--- config.mk ---
export PLATFORM = sky130hd
export DESIGN_NAME = pwm_timer
export DESIGN_NICKNAME = d
export VERILOG_FILES = /design/src/rtl/pwm_timer_pkg.sv /design/src/rtl/pwm_timer_regs.sv /design/src/rtl/pwm_timer_core.sv /design/src/rtl/pwm_timer.sv
export SDC_FILE = /design/constraint.sdc
export NUM_CORES = 1
export LEC_CHECK = 0
export BUFFER_PORTS_ARGS = -buffer_cell sky130_fd_sc_hd__buf_4
export CAP_MARGIN = 10
export CORE_ASPECT_RATIO = 0.6
export CORE_UTILIZATION = 45
export DETAILED_ROUTE_END_ITERATION = 12
export HOLD_SLACK_MARGIN = 0.12
export PLACE_DENSITY = 0.77
export SYNTH_ARGS = -nofsm -noshare
export SYNTH_HDL_FRONTEND = slang
export SYNTH_SLANG_ARGS = --single-unit
--- constraint.sdc ---
create_clock -name clk -period 2.5 [get_ports clk]
set_input_delay 0.5 -clock clk [delete_from_list [all_inputs] [get_ports clk]]
set_output_delay 0.5 -clock clk [all_outputs]
set_load 0.005 [all_outputs]
--- src/rtl/pwm_timer_pkg.sv ---
package pwm_timer_pkg;
  // Byte offsets of the registers
  localparam int unsigned DUTY_OFF   = 4;
  localparam int unsigned PERIOD_OFF = 8;
  localparam int unsigned CTRL_OFF   = 12;
  // Control bit positions
  localparam int unsigned RUN_BIT    = 0;
  localparam int unsigned DRIVE_BIT  = 3;
  localparam int unsigned CLEAR_BIT  = 7;

  // Strobes passed from the register block to the datapath
  typedef struct packed {
    logic run;
    logic drive;
    logic clear;
  } pwmStrb_t;
endpackage

--- src/rtl/pwm_timer_regs.sv ---
module pwm_timer_regs
  import pwm_timer_pkg::*;
#(
  parameter int unsigned ADDR_W = 4,
  parameter int unsigned DATA_W = 32
) (
  input  logic              clk,
  input  logic              rstN,
  input  logic              psel,
  input  logic              penable,
  input  logic              pwrite,
  input  logic [ADDR_W-1:0] paddr,
  input  logic [DATA_W-1:0] pwdata,
  output logic [DATA_W-1:0] prdata,
  output logic [DATA_W-1:0] dutyVal,
  output logic [DATA_W-1:0] periodVal,
  output pwmStrb_t          strb
);
  localparam logic [ADDR_W-1:0] DUTY_A   = ADDR_W'(DUTY_OFF);
  localparam logic [ADDR_W-1:0] PERIOD_A = ADDR_W'(PERIOD_OFF);
  localparam logic [ADDR_W-1:0] CTRL_A   = ADDR_W'(CTRL_OFF);
  localparam logic [DATA_W-1:0] CTRL_MASK =
    (DATA_W'(1) << RUN_BIT) | (DATA_W'(1) << DRIVE_BIT) | (DATA_W'(1) << CLEAR_BIT);

  logic wrEn, hitDuty, hitPeriod, hitCtrl;
  logic runQ, driveQ, clearQ;
  logic [DATA_W-1:0] ctrlView;

  assign wrEn      = psel & penable & pwrite;
  assign hitDuty   = (paddr == DUTY_A);
  assign hitPeriod = (paddr == PERIOD_A);
  assign hitCtrl   = (paddr == CTRL_A);

  always_ff @(posedge clk or negedge rstN) begin
    if (!rstN) begin
      dutyVal   <= '0;
      periodVal <= '0;
      runQ      <= 1'b0;
      driveQ    <= 1'b0;
      clearQ    <= 1'b0;
    end else if (wrEn) begin
      if (hitDuty)   dutyVal   <= pwdata;
      if (hitPeriod) periodVal <= pwdata;
      if (hitCtrl) begin
        runQ   <= pwdata[RUN_BIT];
        driveQ <= pwdata[DRIVE_BIT];
        clearQ <= pwdata[CLEAR_BIT];
      end
    end
  end

  always_comb begin
    ctrlView            = '0;
    ctrlView[RUN_BIT]   = runQ;
    ctrlView[DRIVE_BIT] = driveQ;
    ctrlView[CLEAR_BIT] = clearQ;
  end

  always_comb begin
    prdata = '0;
    if (psel) begin
      if (hitDuty)        prdata = dutyVal;
      else if (hitPeriod) prdata = periodVal;
      else if (hitCtrl)   prdata = ctrlView;
    end
  end

  assign strb.run   = runQ;
  assign strb.drive = driveQ;
  assign strb.clear = clearQ;

  // a duty write lands at its access edge
  p_duty_write_r2: assert property (@(posedge clk) disable iff (!rstN)
    (wrEn && hitDuty) |=> (dutyVal == $past(pwdata)));
  // a period write lands at its access edge
  p_period_write_r2: assert property (@(posedge clk) disable iff (!rstN)
    (wrEn && hitPeriod) |=> (periodVal == $past(pwdata)));
  // unused control bits never read back as one
  p_ctrl_unused_r3: assert property (@(posedge clk) disable iff (!rstN)
    (psel && hitCtrl) |-> ((prdata & ~CTRL_MASK) == '0));
  // writes elsewhere leave the stored registers alone
  p_unmapped_quiet_r3: assert property (@(posedge clk) disable iff (!rstN)
    (wrEn && !hitDuty && !hitPeriod && !hitCtrl) |=>
      ($stable(dutyVal) && $stable(periodVal) && $stable(strb)));
endmodule

--- src/rtl/pwm_timer_core.sv ---
module pwm_timer_core
  import pwm_timer_pkg::*;
#(
  parameter int unsigned CNT_W = 32
) (
  input  logic             clk,
  input  logic             rstN,
  input  pwmStrb_t         strb,
  input  logic [CNT_W-1:0] dutyVal,
  input  logic [CNT_W-1:0] periodVal,
  output logic             pwmOut
);
  logic [CNT_W-1:0] cnt;
  logic atEnd, inWindow;

  assign atEnd    = (cnt >= periodVal);
  assign inWindow = (cnt >= dutyVal) && (cnt < periodVal);

  always_ff @(posedge clk or negedge rstN) begin
    if (!rstN)          cnt <= '0;
    else if (strb.clear) cnt <= '0;
    else if (strb.run)   cnt <= atEnd ? '0 : cnt + 1'b1;
  end

  assign pwmOut = strb.run & strb.drive & inWindow;

  // step by one inside the cycle
  p_step_r4: assert property (@(posedge clk) disable iff (!rstN)
    (strb.run && !strb.clear && cnt < periodVal) |=> (cnt == CNT_W'($past(cnt) + 1'b1)));
  // wrap to zero after the period value
  p_wrap_r4: assert property (@(posedge clk) disable iff (!rstN)
    (strb.run && !strb.clear && cnt >= periodVal) |=> (cnt == '0));
  // hold while stopped
  p_hold_r5: assert property (@(posedge clk) disable iff (!rstN)
    (!strb.run && !strb.clear) |=> $stable(cnt));
  // clear pins the counter at zero
  p_clear_r6: assert property (@(posedge clk) disable iff (!rstN)
    strb.clear |=> (cnt == '0));
  // duty at or past period keeps the pin low
  p_no_window_r8: assert property (@(posedge clk) disable iff (!rstN)
    (dutyVal >= periodVal) |-> !pwmOut);
  // gating forces the pin low
  p_gate_low_r9: assert property (@(posedge clk) disable iff (!rstN)
    !(strb.run && strb.drive) |-> !pwmOut);
endmodule

--- src/rtl/pwm_timer.sv ---
module pwm_timer
  import pwm_timer_pkg::*;
#(
  parameter int unsigned ADDR_W = 4,
  parameter int unsigned DATA_W = 32
) (
  input  logic              clk,
  input  logic              rstN,
  input  logic              psel,
  input  logic              penable,
  input  logic              pwrite,
  input  logic [ADDR_W-1:0] paddr,
  input  logic [DATA_W-1:0] pwdata,
  output logic [DATA_W-1:0] prdata,
  output logic              pwmOut
);
  pwmStrb_t          strb;
  logic [DATA_W-1:0] dutyVal, periodVal;

  pwm_timer_regs #(.ADDR_W(ADDR_W), .DATA_W(DATA_W)) u_regs (
    .clk(clk), .rstN(rstN), .psel(psel), .penable(penable), .pwrite(pwrite),
    .paddr(paddr), .pwdata(pwdata), .prdata(prdata),
    .dutyVal(dutyVal), .periodVal(periodVal), .strb(strb)
  );

  pwm_timer_core #(.CNT_W(DATA_W)) u_core (
    .clk(clk), .rstN(rstN), .strb(strb),
    .dutyVal(dutyVal), .periodVal(periodVal), .pwmOut(pwmOut)
  );

  // pin is low in the first cycles after reset
  p_reset_low_r1: assert property (@(posedge clk) disable iff (!rstN)
    $rose(rstN) |-> !pwmOut);
endmodule

Word-level counts from Yosys, hierarchy flattened
Index checks and enable logic that the tools add are counted.
{ "word_totals": {"rom_bits": 0, "regBits": 99, "elab_cells": 29, "memories": 0, "latchBits": 0, "ramBits": 0} }
{ "op_classes": {"n_mul": 0, "mux": 7, "addsub": 1, "bitwise_logic": 4, "magnitude_cmp": 3, "eq_ne": 3, "n_div": 0, "shift": 0, "reduce_logical": 5} }
{ "op_table": {"columns": ["operator", "count"], "rows": [
  ["$mux W32", 6],
  ["$ge A32 B32 Y1", 2],
  ["$add A32 B1 Y32 const B", 1],
  ["$lt A32 B32 Y1", 1],
  ["$eq A4 B4 Y1 const B", 2],
  ["$mux W8", 1],
  ["$reduce_and A2 Y1", 3],
  ["$and A1 B1 Y1", 4],
  ["$eq A4 B3 Y1 const B", 1],
  ["$reduce_bool A2 Y1", 1],
  ["$logic_and A1 B1 Y1", 1]
]} }

Depth between registers and ports, before layout
Gate-level depths: netlist of run 1.
{ "depth": {"ltp_word": 5, "mapped_depth": 10, "ltp_nobuf": 8} }

By module
Synthesis of run 1 repeated with hierarchy kept, for this count alone.
{ "hier_totals": {"cells_unflattened": 672, "area_unflattened_um2": 6703.9} }
{ "by_module_without_submodules": {"columns": ["mod", "cells_each", "n_inst", "area_each_um2"], "rows": [
  ["pwm_timer_core", 439, 1, 3467.1],
  ["pwm_timer_regs", 233, 1, 3236.9]
]} }

Worst setup path after synthesis of run 1
Ideal clock, no wire load.
{ "synth_timing": {"path_type": "reg-to-reg", "from": "register u_core.cnt[17]", "to": "register u_core.cnt[10]", "t_arrival_ps": 2347, "required_time_ps": 2384, "path_slack_ps": 37, "setup_time_ps": 116, "path_buffers": 2, "stages_incl_launch_ff": 10, "path_cell_list": "dfrtp_1 -> ha_1 -> a21o_1 -> a221o_1 -> a22oi_1 -> and3b_1 -> buf_2 -> nand2_1 -> clkbuf_1 -> o311ai_0"} }
{ "synth_between": {"elab_chain_len": 4} }
{ "synth_rtl": {"columns": ["element", "line_no", "rtl"], "rows": [
  ["start: declaration", "pwm_timer_core.sv:13", "logic [CNT_W-1:0] cnt;"],
  ["start signal: assignment", "pwm_timer_core.sv:22", "else if (strb.run) cnt <= atEnd ? '0 : cnt + 1'b1;"],
  ["$ge A32 B32 Y1", "pwm_timer_core.sv:16", "assign atEnd = (cnt >= periodVal);"],
  ["$mux W32 (2 in a row)", "pwm_timer_core.sv:22", null],
  ["$mux W32", "pwm_timer_core.sv:21", "else if (strb.clear) cnt <= '0;"]
]} }
No other way between the ends. The select of a mux whose other input is x is not followed.
A chain may end at the register's enable or synchronous reset.

Final worst setup path of run 1
{ "layout_timing": {"from": "register u_core.cnt[27]", "to": "output port pwmOut"} }
{ "layout_between": {"elab_chain_len": 3, "word_cells_on_any_way": 4} }
{ "layout_rtl": {"columns": ["element", "line_no", "rtl"], "rows": [
  ["$ge A32 B32 Y1 or $lt A32 B32 Y1 (tied branches)", "pwm_timer_core.sv:17", "assign inWindow = (cnt >= dutyVal) && (cnt < periodVal);"],
  ["$logic_and A1 B1 Y1 *", "pwm_timer_core.sv:17", null],
  ["$and A1 B1 Y1 *", "pwm_timer_core.sv:25", "assign pwmOut = strb.run & strb.drive & inWindow;"],
  ["end: declaration", "pwm_timer.sv:15", "output logic pwmOut"]
]} }
Mark *: on every way between the ends. The rest lies on a longest branch, timed or not.

==> results of run 1 <==
## layout make-up
| class | instances | area (um^2) |
|---|---|---|
| Antenna cell | 1 | 2.50 |
| Fill cell | 1084 | 4990 |
| Timing Repair Buffer | 175 | 1440 |
| Clock inverter | 3 | 45.0 |
| Clock buffer | 13 | 270 |
| Tap cell | 192 | 240 |
| Inverter | 71 | 267 |
| Multi-Input combinational cell | 521 | 3970 |
| Sequential cell | 99 | 2480 |
## stage by stage
stage	TNS, ns	hold slack [ns]	area, um^2	util (%)	power, mW
after global placement	-0.203	0.546	7610	55.5	2.92
after CTS	-0.418	0.183	8250	60.2	4.51
after detailed placement	-0.195	0.550	7610	55.5	2.96
final	-3.67	0.162	8720	63.6	4.68
after floorplan	0	0.204	6360	-	2.52
after global routing	-6.88	0.206	8710	63.6	4.91
## worst min-delay path by stage
stage / start / depth (start not counted) / slack [ns] / endpoint
2_1_floorplan: rstN / 0 / 0.20 / u_core.cnt[0]
3_3_place_gp: rstN / 1 / 0.55 / u_regs.dutyVal[25]
3_5_place_dp: rstN / 1 / 0.55 / u_regs.dutyVal[26]
4_1_cts: rstN / 1 / 0.18 / u_regs.dutyVal[26]
5_1_grt: rstN / 1 / 0.21 / u_core.cnt[30]
6_report: rstN / 1 / 0.16 / u_regs.dutyVal[26]
## critical path, stage by stage (launching register included)
cell and delay [ns]:
sky130_fd_sc_hd__dfrtp_2 0.45, sky130_fd_sc_hd__ha_4 0.28, sky130_fd_sc_hd__nand4_1 0.27, sky130_fd_sc_hd__nor4_4 0.45, sky130_fd_sc_hd__o211ai_1 0.19, sky130_fd_sc_hd__a211oi_2 0.25
sky130_fd_sc_hd__buf_4 0.15
## metal layers
metal	routed length [um]	up-vias	GRT usage [%]
li1	-	2917	-
met1	9420	3022	39.1
met2	8360	281	38.3
met3	1610	31	5.95
met4	312	0	6.21
met5	0	-	0
## synthesized netlist by cell type (all sizes together) (2+ instances only)
master / number
nand2: 106
dfrtp: 99
o21ai: 75
inv: 71
ha: 65
clkbuf: 33
nand4: 31
nor2b: 31
a22oi: 30
a21oi: 22
nand3: 20
nor2: 16
a31oi: 13
and2: 10
mux2i: 10
o311ai: 10
a21o: 7
and3: 7
a211oi: 6
mux2: 6
o211ai: 5
buf: 4
nor3: 4
nor4: 4
and4: 3
o21a: 3
o22ai: 3
a211o: 2
a221o: 2
a221oi: 2
a22o: 2
nand2b: 2
nand3b: 2
o31ai: 2
o41a: 2
o41ai: 2
or4: 2
## state kept, by name (all words and copies together), names as in the netlist
name / flops
u_regs.runQ: 1
u_core.cnt: 32
u_regs.periodVal: 32
u_regs.driveQ: 1
u_regs.dutyVal: 32
u_regs.clearQ: 1
## what timing repair did
item / in CTS / in global routing
endpoints found under the setup margin: 7 / 32
gates cloned: 1 / 2
buffers inserted: 18 / 9
gates resized for setup: 45 / 55
pin swaps: 28 / 42
## report_power, final
| part | total (mW) | switching, mW | internal, mW |
|---|---|---|---|
| sequential | 1.97 | 0.144 | 1.82 |
| clock | 1.47 | 0.612 | 0.859 |
| combinational | 1.24 | 0.672 | 0.571 |
## logic make-up (layout without fill, tap and decap cells)
kind of cell | count (synthesis) | after routing
compound gates | 195 | 195
xor+xnor | 1 | 1
fa+ha+maj | 65 | 65
buf+inv | 109 | 262
flops | 99 | 99
mux | 16 | 16
other cells | 0 | 1
simple gates | 244 | 244
==> key figures, run 1 <==
Drt
  • Total routed wirelength: 19,700 um
  • Drt initial violations: 635
  • Iteration count of the initial detailed-routing pass: 5
  • Remaining design rule violation count: 0
  • Via total after detailed routing: 6,251
  • Post-route antenna net violation count: 0
  • Per-cell routed wire length: 18.3 um
  • Drt via density: 5.81

STA
  • Slew margin rel.: 58.5%
  • Final number of max-transition violations: 0
  • Hold violation count in the final report: 0
  • F_max: 346 MHz
  • Least setup slack across all paths after layout: -0.389 ns
  • Transition at the pin with the smallest max-transition slack: 0.623 ns
  • Worst-case clock skew: 0.00778 ns
  • Crit share post-route: 116%
  • Final Setup Violations: 27
  • Unrepaired setup endpoints after global routing: yes
  • Post-layout minimum cycle time: 2.89 ns

Global routing
  • Number of antenna violations at the first check in global routing: 1
  • Total gr overflow: 0
  • Largest net degree at the start of global routing: 44
  • Via count of the first global-routing pass: 5,865
  • Tot GR Track Use: 26.3%
  • Wire length of the first global-routing pass: 29,900 um

Worst setup path
  • Largest fanout on the critical path: 3
  • Endpoint of the worst setup timing path: pwmOut
  • Worst r2r dst: u_core.cnt[26]
  • Minimum setup slack among reg-to-reg paths: -0.21 ns
  • Start point of the critical path: u_core.cnt[27]
  • CP Data Arrival Time: 2.39 ns
  • Critical path type: reg2out
  • Startpoint kind of the worst setup timing path: flop
  • R2R Path Start: u_core.cnt[29]
  • Required @ worst endpoint: 2.00 ns
  • Path depth of the worst reg2reg path: 11
  • Kind of end point of the critical path: primary output

Finish
  • Most used cells in the layout excluding fill and tap cells: 159 x sky130_fd_sc_hd__buf_4, 105 x sky130_fd_sc_hd__nand2_1, 93 x sky130_fd_sc_hd__dfrtp_1
  • Layout Cells excl Fill: 1,075
  • Fraction of final layout cells with drive strength greater than 1: 30.3%
  • Most common cell after layout, fill and taps aside: sky130_fd_sc_hd__buf_4
  • Area added between synthesis and finish: 37.0%
  • Net count, final: 983

Synthesis
  • Yosys top cell by area: sky130_fd_sc_hd__dfrtp_1
  • Fraction of synthesized cell area in xor and xnor cells: 0.138%
  • Biggest area contributors in the synthesized netlist: sky130_fd_sc_hd__dfrtp_1 39%, sky130_fd_sc_hd__ha_1 13%, sky130_fd_sc_hd__nand2_1 6.3%, sky130_fd_sc_hd__o21ai_0 5.9%, sky130_fd_sc_hd__inv_1 4.2%
  • Number of flops mapped to enable cells by yosys: 0
  • Number of distinct standard cells referenced by the synthesized netlist: 57
  • Async set or reset register ratio after synthesis: 100%
  • Portion of netlist area occupied by mux cells: 2.64%
  • Share of synthesized area occupied by flip-flops and latches: 38.9%
  • Complex-gate fraction of the synthesized area: 19.6%
  • Synthesized-area fraction occupied by and/or/nand/nor cells: 19.3%
  • Avg Cell Area, Syn: 8.73 um^2
  • Post-synthesis instance area: 6360 um^2
  • Commonest register cell after synthesis: sky130_fd_sc_hd__dfrtp_1
  • Number of register bits inferred by synthesis: 99
  • Mapped Cells: 729
  • Arithmetic-cell share of the synthesized area counting full adders, half adders and majority gates: 12.8%
  • Main combinational cell family by area after synthesis: compound AO/OA/AOI/OAI gates
  • Portion of synthesized cell area occupied by the leading cell type: 38.9%
  • Post-Synthesis Net Count: 835
  • Warnings, synthesis: 0

Floorplanning
  • Die extent in x: 156 um
  • Number of I/O pins: 74
  • Floorplan die area: 14,600 um^2
  • Core box area: 13,700 um^2
  • Initial standard-cell utilization of the core: 46.4%
  • Core Rows: 33
  • Die extent in y: 94.1 um

Clock network
  • Clock tree from TritonCTS: yes
  • Number of buffers added to fix hold violations after cts: 0
  • Root cell of the clock tree: sky130_fd_sc_hd__clkbuf_16
  • Maximum number of buffers from clock root to sink: 2
  • Clock latency of the later-clocked register in the worst-skew pair: 0.35 ns
  • Clock-pin slew on the worst setup and hold paths: 0.07 ns
  • Clock H-tree levels: 3
  • CTS sink cnt: 99
  • Total CTS buffers: 9

Status
  • Run status: finished with violations
  • Violations in the final reports: setup timing

Placed design
  • Detailed-placement wirelength estimate: 13,200 um
  • Number of port buffers: 73
  • Final weighted congestion in routability-driven placement: 0.875
  • Worst Setup Slack post-DPL: -0.138 ns
  • Inst Count DP: 1,031

Job
  • Max-capacitance violation count: 0

Power and ir drop
  • Static Leakage: 4.04 nW
  • Peak supply drop: 0.379 mV
  • Power per unit of standard cell area: 537 nW/um^2

Hold path
  • Type of the worst min-delay path: in2async
No activity file was read; power rests on OpenSTA's default activity.
==> inputs of run 2 (changes only) <==
Settings changed: SKIP_LAST_GASP set to 1.
==> key figures, run 2 (synthesis results as in run 1) <==
Status
  • Run status: finished with violations (unchanged)
  • Violations in the final reports: setup timing (unchanged)

STA
  • Final Setup Violations: 30 (was 27)
  • Least setup slack across all paths after layout: -0.402 ns (was -0.389 ns)
  • Final number of max-transition violations: 0 (unchanged)
  • Hold Worst Slack: 0.158 ns (was 0.162 ns)
  • Hold violation count in the final report: 0 (unchanged)
  • F_max: 345 MHz (was 346 MHz)
  • Transition at the pin with the smallest max-transition slack: 0.626 ns (was 0.623 ns)
  • Worst-case clock skew: 0.00832 ns (was 0.00778 ns)
  • Crit share post-route: 116% (about the same)
  • Post-layout minimum cycle time: 2.90 ns (was 2.89 ns)
  • Slew margin rel.: 58.3% (was 58.5%)
  • Unrepaired setup endpoints after global routing: yes (unchanged)
  • Total Neg Setup Slack: -3.63 ns (was -3.67 ns)

Hold path
  • Type of the worst min-delay path: in2async (unchanged)

Job
  • Max-capacitance violation count: 0 (unchanged)

Clock network
  • Clock-pin slew on the worst setup and hold paths: 0.07 ns (about the same)
  • Clock H-tree levels: 3 (unchanged)
  • Clock tree from TritonCTS: yes (unchanged)
  • Root cell of the clock tree: sky130_fd_sc_hd__clkbuf_16 (unchanged)
  • Maximum number of buffers from clock root to sink: 2 (unchanged)
  • Total CTS buffers: 9 (unchanged)
  • CTS sink cnt: 99 (unchanged)
  • Number of buffers added to fix hold violations after cts: 0 (unchanged)
  • Clock latency of the later-clocked register in the worst-skew pair: 0.36 ns (was 0.35 ns)

Worst setup path
  • Largest stage delay on the critical path: 0.41 ns (was 0.45 ns)
  • Cells along the critical path: ha_1 > and2_4 > a221o_1 > a22oi_2 > nand3_1 > a211oi_2 > buf_4 (was ha_4 > nand4_1 > nor4_4 > o211ai_1 > a211oi_2 > buf_4)
  • Critical path type: reg2out (unchanged)
  • Largest fanout on the critical path: 3 (unchanged)
  • Path depth of the worst reg2reg path: 12 (was 11)
  • Kind of end point of the critical path: primary output (unchanged)
  • CP Data Arrival Time: 2.40 ns (was 2.39 ns)
  • Kind of cell adding the most delay to the critical path: compound AO/OA/AOI/OAI gates (was simple AND/OR/NAND/NOR gates)
  • Crit path max-delay cell type: sky130_fd_sc_hd__dfrtp_1 (was sky130_fd_sc_hd__dfrtp_2)
  • Startpoint kind of the worst setup timing path: flop (unchanged)
  • Required @ worst endpoint: 2.00 ns (about the same)
  • Worst Path Buf+Inv: 1 (unchanged)
  • Minimum setup slack among reg-to-reg paths: -0.21 ns (about the same)
  • R2R Path Start: u_core.cnt[31] (was u_core.cnt[29])
  • Worst r2r dst: u_core.cnt[3] (was u_core.cnt[26])

Finish
  • Layout Cells excl Fill: 1,077 (was 1,075)
  • Largest registers in the final layout: u_core.cnt (32), u_regs.dutyVal (32), u_regs.periodVal (32) (unchanged)
  • Fraction of final layout cells with drive strength greater than 1: 30.5% (was 30.3%)
  • Most used cells in the layout excluding fill and tap cells: 161 x sky130_fd_sc_hd__buf_4, 105 x sky130_fd_sc_hd__nand2_1, 93 x sky130_fd_sc_hd__dfrtp_1 (was 159 x sky130_fd_sc_hd__buf_4, 105 x sky130_fd_sc_hd__nand2_1, 93 x sky130_fd_sc_hd__dfrtp_1)
  • Net count, final: 986 (was 983)
  • Most common cell after layout, fill and taps aside: sky130_fd_sc_hd__buf_4 (unchanged)
  • Area added between synthesis and finish: 37.3% (was 37.0%)
  • Antenna diode count: 0 (was 1)

Global routing
  • Largest net degree at the start of global routing: 44 (unchanged)
  • Wire length of the first global-routing pass: 29,900 um (unchanged)
  • Total gr overflow: 0 (unchanged)
  • Via count of the first global-routing pass: 5,868 (was 5,865)
  • Number of antenna violations at the first check in global routing: 1 (unchanged)
  • Tot GR Track Use: 26.3% (unchanged)

Floorplanning
  • Floorplan die area: 14,600 um^2 (unchanged)
  • Number of I/O pins: 74 (unchanged)
  • Core Rows: 33 (unchanged)
  • Initial standard-cell utilization of the core: 46.4% (unchanged)
  • Die extent in x: 156 um (unchanged)
  • Core box area: 13,700 um^2 (unchanged)
  • Die extent in y: 94.1 um (unchanged)

Placed design
  • Inst Count DP: 1,031 (unchanged)
  • Detailed-placement wirelength estimate: 13,200 um (unchanged)
  • Worst Setup Slack post-DPL: -0.138 ns (unchanged)
  • Final weighted congestion in routability-driven placement: 0.875 (unchanged)
  • Number of port buffers: 73 (unchanged)

Power and ir drop
  • Static Leakage: 4.05 nW (was 4.04 nW)
  • Peak supply drop: 0.368 mV (was 0.379 mV)
  • Power per unit of standard cell area: 538 nW/um^2 (was 537 nW/um^2)

Drt
  • Iteration count of the initial detailed-routing pass: 6 (was 5)
  • Via total after detailed routing: 6,315 (was 6,251)
  • Per-cell routed wire length: 18.8 um (was 18.3 um)
  • Post-route antenna net violation count: 0 (unchanged)
  • Drt via density: 5.86 (was 5.81)
  • Remaining design rule violation count: 0 (unchanged)
  • Total routed wirelength: 20,200 um (was 19,700 um)
  • Drt initial violations: 694 (was 635)
==> run 2: worst max-delay path by stage <==
stage               cells after the start        endpoint            startpoint
finish                                  7          pwmOut        u_core.cnt[18]
global route                            8          pwmOut  u_regs.periodVal[17]
CTS                                     6          pwmOut        u_core.cnt[27]
detailed placement                     10          pwmOut    u_regs.dutyVal[21]
global placement                        8          pwmOut    u_regs.dutyVal[30]
floorplan                               9  u_core.cnt[10]        u_core.cnt[17]
==> run 2: power breakdown <==
part	switching, mW	leakage [nW]	total [mW]	internal (mW)
registers	0.146	1.16	1.97	1.82
logic	0.679	2.75	1.25	0.573
clock network	0.621	0.148	1.48	0.859
==> run 2: area by class of cell <==
class / instances / area, um^2
clock buffer: 13 / 270
clock inverter: 3 / 45.0
fill: 1087 / 4970
inverter: 71 / 267
multi-input combinational: 521 / 3960
sequential: 99 / 2480
tap: 192 / 240
timing repair buffer: 178 / 1470
==> run 2: repair_timing <==
| item | CTS | global route |
|---|---|---|
| setup buffers | 18 | 12 |
| setup endpoints to repair | 7 | 32 |
| pin swaps | 27 | 42 |
| endpoints found under the hold margin | 0 | 0 |
| resized for setup | 41 | 59 |
| cloned | 1 | 2 |
==> run 2: per-stage QoR <==
stage / power, mW / util, % / instance area (um^2)
after floorplan: 2.52 / - / 6360
after global placement: 2.92 / 55.5 / 7610
after detailed placement: 2.96 / 55.5 / 7610
after CTS: 4.50 / 60.1 / 8240
after global routing: 4.92 / 63.7 / 8730
final: 4.70 / 63.7 / 8730
==> run 2: per-layer routing <==
layer,wire (um),vias to the layer above,track usage (%)
met4,381,0,6.21
met5,0,-,0
met3,1710,50,6.27
met2,8680,308,38.3
li1,-,2915,-
met1,9450,3042,38.9
==> run 2: worst reg2reg max path, cell delays in order (launching register included) <==
cell,delay [ns]
sky130_fd_sc_hd__dfrtp_1,0.44
sky130_fd_sc_hd__ha_4,0.30
sky130_fd_sc_hd__nand4_1,0.11
sky130_fd_sc_hd__buf_4,0.18
sky130_fd_sc_hd__nor4_4,0.29
sky130_fd_sc_hd__buf_4,0.16
sky130_fd_sc_hd__a22oi_2,0.07
sky130_fd_sc_hd__buf_4,0.16
sky130_fd_sc_hd__and3b_2,0.27
sky130_fd_sc_hd__buf_6,0.15
sky130_fd_sc_hd__buf_12,0.14
sky130_fd_sc_hd__a31oi_2,0.20
sky130_fd_sc_hd__o22ai_2,0.11
==> inputs of run 3 (changes only) <==
Settings changed: CORE_UTILIZATION 45 to 41, PLACE_DENSITY 0.77 to 0.66, RECOVER_POWER set to 50.
==> key figures, run 3 (synthesis results as in run 1) <==
Placed design
  • Worst Setup Slack post-DPL: -0.173 ns (was -0.138 ns)
  • Detailed-placement wirelength estimate: 13,500 um (was 13,200 um)
  • Final weighted congestion in routability-driven placement: 0.965 (was 0.875)
  • Number of port buffers: 73 (unchanged)
  • Inst Count DP: 1,046 (was 1,031)

Drt
  • Post-route antenna net violation count: 0 (unchanged)
  • Iteration count of the initial detailed-routing pass: 5 (was 6)
  • Remaining design rule violation count: 0 (unchanged)
  • Via total after detailed routing: 6,347 (was 6,315)
  • Per-cell routed wire length: 18.8 um (about the same)
  • Drt initial violations: 466 (was 694)
  • Drt via density: 5.82 (was 5.86)
  • Total routed wirelength: 20,500 um (was 20,200 um)

Status
  • Violations in the final reports: setup timing (unchanged)
  • Run status: finished with violations (unchanged)

Clock network
  • Clock H-tree levels: 3 (unchanged)
  • Clock-pin slew on the worst setup and hold paths: 0.07 ns (about the same)
  • Root cell of the clock tree: sky130_fd_sc_hd__clkbuf_16 (unchanged)
  • Maximum number of buffers from clock root to sink: 2 (unchanged)
  • Clock tree from TritonCTS: yes (unchanged)
  • Total CTS buffers: 9 (unchanged)
  • Clock latency of the later-clocked register in the worst-skew pair: 0.35 ns (was 0.36 ns)
  • CTS sink cnt: 99 (unchanged)

STA
  • Final number of max-transition violations: 0 (unchanged)
  • Post-layout minimum cycle time: 2.89 ns (was 2.90 ns)
  • Worst-case clock skew: 0.00660 ns (was 0.00832 ns)
  • Least setup slack across all paths after layout: -0.390 ns (was -0.402 ns)
  • Unrepaired setup endpoints after global routing: yes (unchanged)
  • Transition at the pin with the smallest max-transition slack: 0.942 ns (was 0.626 ns)
  • Final Setup Violations: 33 (was 30)
  • Slew margin rel.: 37.2% (was 58.3%)
  • Hold violation count in the final report: 0 (unchanged)
  • F_max: 346 MHz (was 345 MHz)
  • Crit share post-route: 116% (about the same)

Global routing
  • Total gr overflow: 0 (unchanged)
  • Via count of the first global-routing pass: 5,914 (was 5,868)
  • Global-route met2 utilization: 35.6% (was 38.3%)
  • Global routing's busiest layer: met1 (unchanged)
  • Largest net degree at the start of global routing: 57 (was 44)
  • Met1 Usage GRT: 36.0% (was 38.9%)
  • Wire length of the first global-routing pass: 30,100 um (was 29,900 um)
  • Tot GR Track Use: 24.0% (was 26.3%)
  • Global-route met3 utilization: 4.38% (was 6.27%)
  • Number of antenna violations at the first check in global routing: 0 (was 1)

Finish
  • Most used cells in the layout excluding fill and tap cells: 155 x sky130_fd_sc_hd__buf_4, 103 x sky130_fd_sc_hd__nand2_1, 99 x sky130_fd_sc_hd__dfrtp_1 (was 161 x sky130_fd_sc_hd__buf_4, 105 x sky130_fd_sc_hd__nand2_1, 93 x sky130_fd_sc_hd__dfrtp_1)
  • Most common cell after layout, fill and taps aside: sky130_fd_sc_hd__buf_4 (unchanged)
  • Layout Cells excl Fill: 1,090 (was 1,077)
  • Largest registers in the final layout: u_core.cnt (32), u_regs.dutyVal (32), u_regs.periodVal (32) (unchanged)
  • Net count, final: 994 (was 986)
  • Fraction of final layout cells with drive strength greater than 1: 29.7% (was 30.5%)
  • Area added between synthesis and finish: 39.4% (was 37.3%)
  • Antenna diode count: 0 (unchanged)

Floorplanning
  • Core Rows: 34 (was 33)
  • Die extent in y: 98.5 um (was 94.1 um)
  • Floorplan die area: 16,000 um^2 (was 14,600 um^2)
  • Initial standard-cell utilization of the core: 43.0% (was 46.4%)
  • Number of I/O pins: 74 (unchanged)
  • Core box area: 14,800 um^2 (was 13,700 um^2)
  • Die extent in x: 163 um (was 156 um)

Worst setup path
  • Largest fanout on the critical path: 4 (was 3)
  • Critical path type: reg2out (unchanged)
  • Kind of end point of the critical path: primary output (unchanged)
  • Required @ worst endpoint: 2.00 ns (about the same)
  • CP Data Arrival Time: 2.39 ns (was 2.40 ns)
  • Startpoint kind of the worst setup timing path: flop (unchanged)

Power and ir drop
  • Peak supply drop: 0.301 mV (was 0.368 mV)
  • Power per unit of standard cell area: 522 nW/um^2 (was 538 nW/um^2)
  • Static Leakage: 4.13 nW (was 4.05 nW)
  • Total Power: 4.63 mW (was 4.70 mW)

Hold path
  • Type of the worst min-delay path: in2reg (was in2async)

Job
  • Max-capacitance violation count: 0 (unchanged)
[run 3: changes by cell type in the layout (fill, tap and decap cells not counted), moves of 3 or more]
cell / delta
sky130_fd_sc_hd__a31oi_1: -3
sky130_fd_sc_hd__buf_12: +3
sky130_fd_sc_hd__dfrtp_1: +6
sky130_fd_sc_hd__ha_4: -4
sky130_fd_sc_hd__ha_1: +4
sky130_fd_sc_hd__a31oi_4: +3
sky130_fd_sc_hd__dfrtp_2: -6
sky130_fd_sc_hd__inv_2: -3
sky130_fd_sc_hd__buf_4: -6
sky130_fd_sc_hd__clkbuf_16: +4
sky130_fd_sc_hd__inv_1: +3
sky130_fd_sc_hd__clkbuf_8: -3
[run 3: layout make-up]
cell class | count | area [um^2]
inverter | 71 | 267
multi-input combinational | 521 | 3940
sequential | 99 | 2480
clock buffer | 10 | 229
fill | 1241 | 5940
tap | 198 | 248
timing repair buffer | 186 | 1650
clock inverter | 5 | 55.1
[run 3: power breakdown]
part	internal [mW]	leakage, nW	switching (mW)
Combinational	0.593	2.83	0.687
Clock	0.768	0.134	0.620
Sequential	1.82	1.17	0.139
Total	3.18	4.13	1.45
[run 3: stage by stage]
step                hold WS, ns  area, um^2  utilization [%]  TNS [ns]
global route              0.364        8870             59.9     -7.74
floorplan                 0.204        6360                -         0
global placement          0.333        7730             52.2     -1.04
detailed placement        0.333        7730             52.2     -1.13
finish                    0.362        8870             59.9     -4.82
CTS                       0.355        8230             55.6     -4.19
[run 3: routing by layer]
metal,wire length (um),vias to the layer above
met2,8990,264
met4,432,0
met3,1540,54
li1,-,2934
met1,9580,3095
met5,0,-
[run 3: path summary, 6_finish.rpt]
check | startpoint | end | slack, ns | cells after the start
min reg2reg | u_core.cnt[0] | u_core.cnt[0] | 0.57 | 2
max reg2reg | u_core.cnt[31] | u_core.cnt[4] | -0.22 | 11
max in group asynchronous | rstN | u_core.cnt[4] | 0.62 | 3
min | pwdata[25] | u_regs.periodVal[25] | 0.36 | 3
max | u_core.cnt[31] | pwmOut | -0.39 | 9
min in group asynchronous | rstN | u_regs.dutyVal[24] | 0.60 | 2
[run 3: timing repair]
action	in CTS	in global routing
cloned	0	8
resized for setup	27	70
setup endpoints to repair	27	33
endpoints found under the hold margin	7	0
buffers inserted	10	14
hold buffers	1	0
pin swaps	18	36
[run 3: critical path, stage by stage, from the launching register on]
cell                       delay, ns
sky130_fd_sc_hd__dfrtp_1        0.44
sky130_fd_sc_hd__buf_6          0.16
sky130_fd_sc_hd__ha_4           0.26
sky130_fd_sc_hd__nand4_1        0.07
sky130_fd_sc_hd__buf_4          0.17
sky130_fd_sc_hd__nor4_4         0.30
sky130_fd_sc_hd__buf_4          0.17
sky130_fd_sc_hd__a221oi_2       0.07
sky130_fd_sc_hd__a211oi_2       0.26
sky130_fd_sc_hd__buf_4          0.16
